[src/rtl/strip_seq_pkg.sv]
package strip_seq_pkg;

   typedef enum logic [1:0] {
      SEQ_IDLE = 2'd0,
      SEQ_RUN  = 2'd1,
      SEQ_FIN  = 2'd2
   } seq_state_t;

endpackage

[src/rtl/strip_first_len.sv]
module strip_first_len #(
   parameter int MVL   = 32,
   parameter int N_W   = 32,
   parameter int LEN_W = $clog2(MVL + 1)
) (
   input  logic [N_W-1:0]   n_i,
   output logic [LEN_W-1:0] first_len_o,
   output logic             zero_n_o
);
   localparam int REM_W = (MVL > 1) ? $clog2(MVL) : 1;
   localparam bit IS_POW2 = ((MVL & (MVL - 1)) == 0);
   localparam logic [LEN_W-1:0] MVL_L = LEN_W'(MVL);

   logic [REM_W-1:0] rem;

   generate
      if (IS_POW2) begin : g_mask
         assign rem = n_i[REM_W-1:0];
      end else begin : g_mod
         logic [N_W-1:0] rem_full;
         assign rem_full = n_i % N_W'(MVL);
         assign rem      = rem_full[REM_W-1:0];
      end
   endgenerate

   always_comb begin
      if (rem == '0) first_len_o = MVL_L;
      else           first_len_o = LEN_W'(rem);
   end

   assign zero_n_o = (n_i == '0);

endmodule

[src/rtl/strip_cursor.sv]
module strip_cursor #(
   parameter int MVL   = 32,
   parameter int N_W   = 32,
   parameter int LEN_W = $clog2(MVL + 1)
) (
   input  logic             clk,
   input  logic             rst_n,
   input  logic             load_i,
   input  logic             advance_i,
   input  logic [N_W-1:0]   n_i,
   input  logic [LEN_W-1:0] first_len_i,
   output logic [N_W-1:0]   off_o,
   output logic [LEN_W-1:0] len_o,
   output logic             is_last_o
);
   localparam logic [LEN_W-1:0] MVL_L = LEN_W'(MVL);

   logic [N_W-1:0] remain;

   always_ff @(posedge clk or negedge rst_n) begin
      if (!rst_n) begin
         off_o  <= '0;
         remain <= '0;
         len_o  <= '0;
      end else if (load_i) begin
         off_o  <= '0;
         remain <= n_i;
         len_o  <= first_len_i;
      end else if (advance_i) begin
         off_o  <= off_o + N_W'(len_o);
         remain <= remain - N_W'(len_o);
         len_o  <= MVL_L;
      end
   end

   assign is_last_o = (remain == N_W'(len_o));

   // a consumed strip never exceeds what remains
   p_no_overrun_r4: assert property (@(posedge clk) disable iff (!rst_n)
      advance_i |-> (remain >= N_W'(len_o)));

endmodule

[src/rtl/strip_ctrl.sv]
module strip_ctrl
   import strip_seq_pkg::*;
(
   input  logic clk,
   input  logic rst_n,
   input  logic start_i,
   input  logic zero_n_i,
   input  logic ready_i,
   input  logic is_last_i,
   output logic load_o,
   output logic advance_o,
   output logic valid_o,
   output logic done_o
);
   seq_state_t st, st_nx;
   logic       fire;

   assign valid_o   = (st == SEQ_RUN);
   assign done_o    = (st == SEQ_FIN);
   assign fire      = valid_o && ready_i;
   assign load_o    = (st == SEQ_IDLE) && start_i;
   assign advance_o = fire && !is_last_i;

   always_comb begin
      st_nx = st;
      unique case (st)
         SEQ_IDLE: if (start_i) st_nx = zero_n_i ? SEQ_FIN : SEQ_RUN;
         SEQ_RUN:  if (fire && is_last_i) st_nx = SEQ_FIN;
         SEQ_FIN:  st_nx = SEQ_IDLE;
         default:  st_nx = SEQ_IDLE;
      endcase
   end

   always_ff @(posedge clk or negedge rst_n) begin
      if (!rst_n) st <= SEQ_IDLE;
      else        st <= st_nx;
   end

   p_done_pulse_r6: assert property (@(posedge clk) disable iff (!rst_n)
      done_o |=> !done_o);

   p_after_done_r8: assert property (@(posedge clk) disable iff (!rst_n)
      done_o |=> !valid_o);

endmodule

[src/rtl/strip_seq.sv]
module strip_seq #(
   parameter int MVL   = 32,
   parameter int N_W   = 32,
   parameter int LEN_W = $clog2(MVL + 1)
) (
   input  logic             clk,
   input  logic             rst_n,
   input  logic             start_i,
   input  logic [N_W-1:0]   n_i,
   input  logic             ready_i,
   output logic [LEN_W-1:0] len_o,
   output logic [N_W-1:0]   off_o,
   output logic             valid_o,
   output logic             last_o,
   output logic             done_o
);
   localparam logic [LEN_W-1:0] MVL_L = LEN_W'(MVL);

   generate
      if (MVL < 2) begin : g_bad_mvl
         $error("strip_seq: MVL must be at least 2");
      end
      if (LEN_W < $clog2(MVL + 1)) begin : g_bad_len
         $error("strip_seq: LEN_W too narrow for MVL");
      end
      if (N_W < LEN_W) begin : g_bad_nw
         $error("strip_seq: N_W must be at least LEN_W");
      end
   endgenerate

   logic [LEN_W-1:0] first_len;
   logic             zero_n;
   logic             load, advance, is_last;

   strip_first_len #(.MVL(MVL), .N_W(N_W), .LEN_W(LEN_W)) i_first (
      .n_i         (n_i),
      .first_len_o (first_len),
      .zero_n_o    (zero_n)
   );

   strip_ctrl i_ctrl (
      .clk       (clk),
      .rst_n     (rst_n),
      .start_i   (start_i),
      .zero_n_i  (zero_n),
      .ready_i   (ready_i),
      .is_last_i (is_last),
      .load_o    (load),
      .advance_o (advance),
      .valid_o   (valid_o),
      .done_o    (done_o)
   );

   strip_cursor #(.MVL(MVL), .N_W(N_W), .LEN_W(LEN_W)) i_cursor (
      .clk         (clk),
      .rst_n       (rst_n),
      .load_i      (load),
      .advance_i   (advance),
      .n_i         (n_i),
      .first_len_i (first_len),
      .off_o       (off_o),
      .len_o       (len_o),
      .is_last_o   (is_last)
   );

   assign last_o = valid_o && is_last;

   p_len_range_r1: assert property (@(posedge clk) disable iff (!rst_n)
      valid_o |-> (len_o != '0 && len_o <= MVL_L));

   p_full_after_r3: assert property (@(posedge clk) disable iff (!rst_n)
      (valid_o && ready_i && !last_o) |=> (valid_o && len_o == MVL_L));

   p_off_step_r4: assert property (@(posedge clk) disable iff (!rst_n)
      (valid_o && ready_i && !last_o) |=>
         (off_o == $past(off_o) + N_W'($past(len_o))));

   p_hold_r5: assert property (@(posedge clk) disable iff (!rst_n)
      (valid_o && !ready_i) |=>
         (valid_o && $stable(len_o) && $stable(off_o) && $stable(last_o)));

   p_done_follows_r6: assert property (@(posedge clk) disable iff (!rst_n)
      (valid_o && ready_i && last_o) |=> done_o);

   p_zero_n_r7: assert property (@(posedge clk) disable iff (!rst_n)
      (start_i && !valid_o && !done_o && n_i == '0) |=> (done_o && !valid_o));

endmodule

[config.mk]
export PLATFORM = sky130hd
export DESIGN_NAME = strip_seq
export DESIGN_NICKNAME = d
export VERILOG_FILES = /design/src/rtl/strip_seq_pkg.sv /design/src/rtl/strip_first_len.sv /design/src/rtl/strip_cursor.sv /design/src/rtl/strip_ctrl.sv /design/src/rtl/strip_seq.sv
export SDC_FILE = /design/constraint.sdc
export NUM_CORES = 1
export LEC_CHECK = 0
export ABC_AREA = 1
export BUFFER_PORTS_ARGS = -buffer_cell sky130_fd_sc_hd__buf_2
export CAP_MARGIN = 20
export CORE_ASPECT_RATIO = 0.7
export CORE_MARGIN = 2
export CORE_UTILIZATION = 50
export DETAILED_ROUTE_END_ITERATION = 8
export PLACE_DENSITY_LB_ADDON = 0.12
export SYNTH_ARGS = -nofsm -noshare
export SYNTH_HDL_FRONTEND = slang
export SYNTH_SLANG_ARGS = --single-unit
[constraint.sdc]
create_clock -name clk -period 2.3 [get_ports clk]
set_clock_uncertainty 0.15 [all_clocks]
set_input_delay 0.46 -clock clk [delete_from_list [all_inputs] [get_ports clk]]
set_output_delay 0.46 -clock clk [all_outputs]
set_load 0.1 [all_outputs]
==> qor.yml <==
status: "complete, but fails checks"
violations: "setup timing"
synth_commonest_cells: "nand2_1 (316), nand3_1 (114), nor2_1 (109), inv_1 (105), dfrtp_1 (72)"
grt_use_met2_pct: 40.45
clock-sinks: 72
rsz0062_at_grt: "yes"
grt_overflow: 0
async_flop_share_pct: 100.0
met3_usage_pct: 8.051
yosysTopAreaCellShare_pct: 32.41
critPathLaunchType: "flop"
grt_usage_pct: 31.36
crit_buf_inv: 1
hpwl_um: 13280
grt.busiest_layer: "met1"
num_antenna_cells: 0
root_buffer: "clkbuf_16"
synthTopCellsByArea: "dfrtp_1 (32%), nand2_1 (21%), nand3_1 (10%)"
drive_gt1_share_pct: 24.31
pin_count: 77
nNetsFinal: 1061
grt_use_met1_pct: 51.72
min_path_type: "in -> reg"
grt_pass1_wl_um: 28600
insertion_delay_ps: 340
dominantRegCellSynth: "dfrtp_1"
drt_iter0_drc: 693
setup_viol: 10
drc: 0
coreArea_um2: 10930
yosys_warnings: 0
crit_chain: "ha_4 > nand2_4 > nor4_4 > nand4_1 > nor3b_4 > buf_12"
wl_per_cell_um: 16.16
syn_area_per_cell_um2: 6.274
antenna_left: 0
area_delta_synth_final_pct: 31.44
critical-path-max-stage-delay_ps: 490
syn_area_um2: 5559
drv_slew: 0
ctsLongestPathBuffers: 2
antenna_found_initial: 0
path_clk_slew_ps: 60
gp_congestion: 0.9443
die_width_um: 130.0
fin_total_pwr_uw: 10420
synth_top_family_by_area: "simple AND/OR/NAND/NOR gates"
post-synth-top-count-cell: "nand2_1"
path_class: "reg -> out"
max_freq_mhz: 370.6
cts-buffers-inserted: 9
timing.final.ws_setup_ps: -398.3
holdWs_ps: 200.9
cp_slowest_cell: "dfrtp_4"
synth-adder-area-share_pct: 3.421
ys_seq_area_share_pct: 32.41
start_util_pct: 50.86
synth_top_cell_by_area: "dfrtp_1"
cts_tree: "yes"
max_cap_violations: 0
synth_xor_area_share_pct: 2.836
vdd_drop_max_uv: 1231
min_period_ps: 2698
synthSimpleGateAreaFrac_pct: 46.34
critPathArrivalTime_ps: 2090
finish.utilization_pct: 66.85
worstMarginPinSlew_ps: 762.9
rows: 32
htreeDepth: 3
die_h_um: 92.22
grt_pass1_vias: 5353
yosys-mux-area-fraction_pct: 0
worstPathRequired_ps: 1690
cp-end-kind: "primary output"
viasPerCell: 5.387
power_density_nw_per_um2: 1426
wirelength_um: 18890
dr.pass1.iters: 5
yosysUniqueCellTypes: 33
synth_nets: 936
fin_crit_sh_pct: 117.3
synth_edf_count: 0
dieArea_um2: 11990
hold_violations: 0
vias: 6297
power_leakage_uw: 0.003653
path_max_fanout: 2
crit_family: "simple AND/OR/NAND/NOR gates"
synth_compound_area_share_pct: 4.974
io_buffer_count: 76
grt_max_degree: 43
synthCells: 886
synth_seq_cells: 72
relSlewSlack_pct: 49.09
==> stage by stage <==
stage	instance area, um2	setup slack [ps]	std cells	TNS (ps)
floorplan	5673	-626.7	886	-636.5
global placement	6554	-200.3	1142	-5602
detailed placement	6554	-224.7	1142	-6595
CTS	6980	-460.9	1161	-1627
global route	7307	-482.0	1169	-2803
finish	7307	-398.3	1169	-1574
==> sequential cells by signal, summed over array words and instances (netlist names) <==
signal / cells
i_cursor.off_o: 32
i_cursor.remain: 32
i_cursor.len_o: 6
i_ctrl.st: 2
==> where the power goes <==
part           total [uW]  leakage [uW]  internal [uW]  switching [uW]
clock                1580      0.000160           1010             573
sequential           2150      0.000921           1730             426
combinational        6690       0.00257           2260            4430
==> area by class of cell <==
cell class                 instances  area, um2
fill                             990       3623
multi-input combinational        684       3615
sequential                        72       1834
timing repair buffer             130      900.9
inverter                         114      440.4
clock buffer                      13      260.3
tap                              153      191.4
clock inverter                     3      65.06
==> what timing repair did <==
action | in CTS | in global routing
pin swaps | 5 | 21
cloned | 1 | 3
hold buffers | 1 | 0
setup buffers | 1 | 6
endpoints found under the setup margin | 46 | 59
gates resized for setup | 18 | 62
hold endpoints to repair | 31 | 0
==> path summary, 6_finish.rpt <==
path	from	to	slack [ps]	depth (start not counted)
max	i_cursor.len_o[0]	last_o	-400	6
min	n_i[19]	i_cursor.remain[19]	200	3
max reg2reg	i_cursor.len_o[5]	i_cursor.remain[26]	-170	11
min reg2reg	i_cursor.remain[28]	i_cursor.remain[28]	360	2
max in group asynchronous	rst_n	i_cursor.off_o[0]	960	3
min in group asynchronous	rst_n	i_cursor.off_o[15]	480	2
==> worst reg2reg max path, stage by stage, from the launching register on <==
cell     delay, ps
dfrtp_4        470
inv_2           80
ha_4           210
buf_4          150
a21oi_1        270
inv_1          130
nor2_2         280
nand2_4        140
nor2_2         210
nand3_1        100
nand3_1         90
nand3_1         70
==> layer usage <==
| metal | wire length [um] | part of all wire, % |
|---|---|---|
| met2 | 7127 | 38 |
| met5 | 0 | 0 |
| met3 | 2104 | 11 |
| met1 | 9430 | 50 |
| met4 | 224 | 1.2 |
==> cell families after synthesis <==
family / after synthesis
AND/OR/NAND/NOR: 597
buffers and inverters: 133
flip-flops: 72
AO/OA/AOI/OAI: 52
XOR/XNOR: 18
adder cells (fa/ha/maj): 14
==> layout by cell type (no fill, tap or decap), drive strengths merged <==
cell type	count
a21o	3
a21oi	6
and2	2
buf	128
bufinv	2
clkbuf	14
clkinv	2
dfrtp	72
dlygate4sd3	1
fa	2
ha	12
inv	113
nand2	319
nand3	114
nand3b	4
nand4	32
nor2	120
nor3	5
nor3b	1
nor4	1
o21a	3
o21ai	39
o22ai	1
or2	2
xnor2	6
xor2	12
No activity file was read; power rests on OpenSTA's default activity.
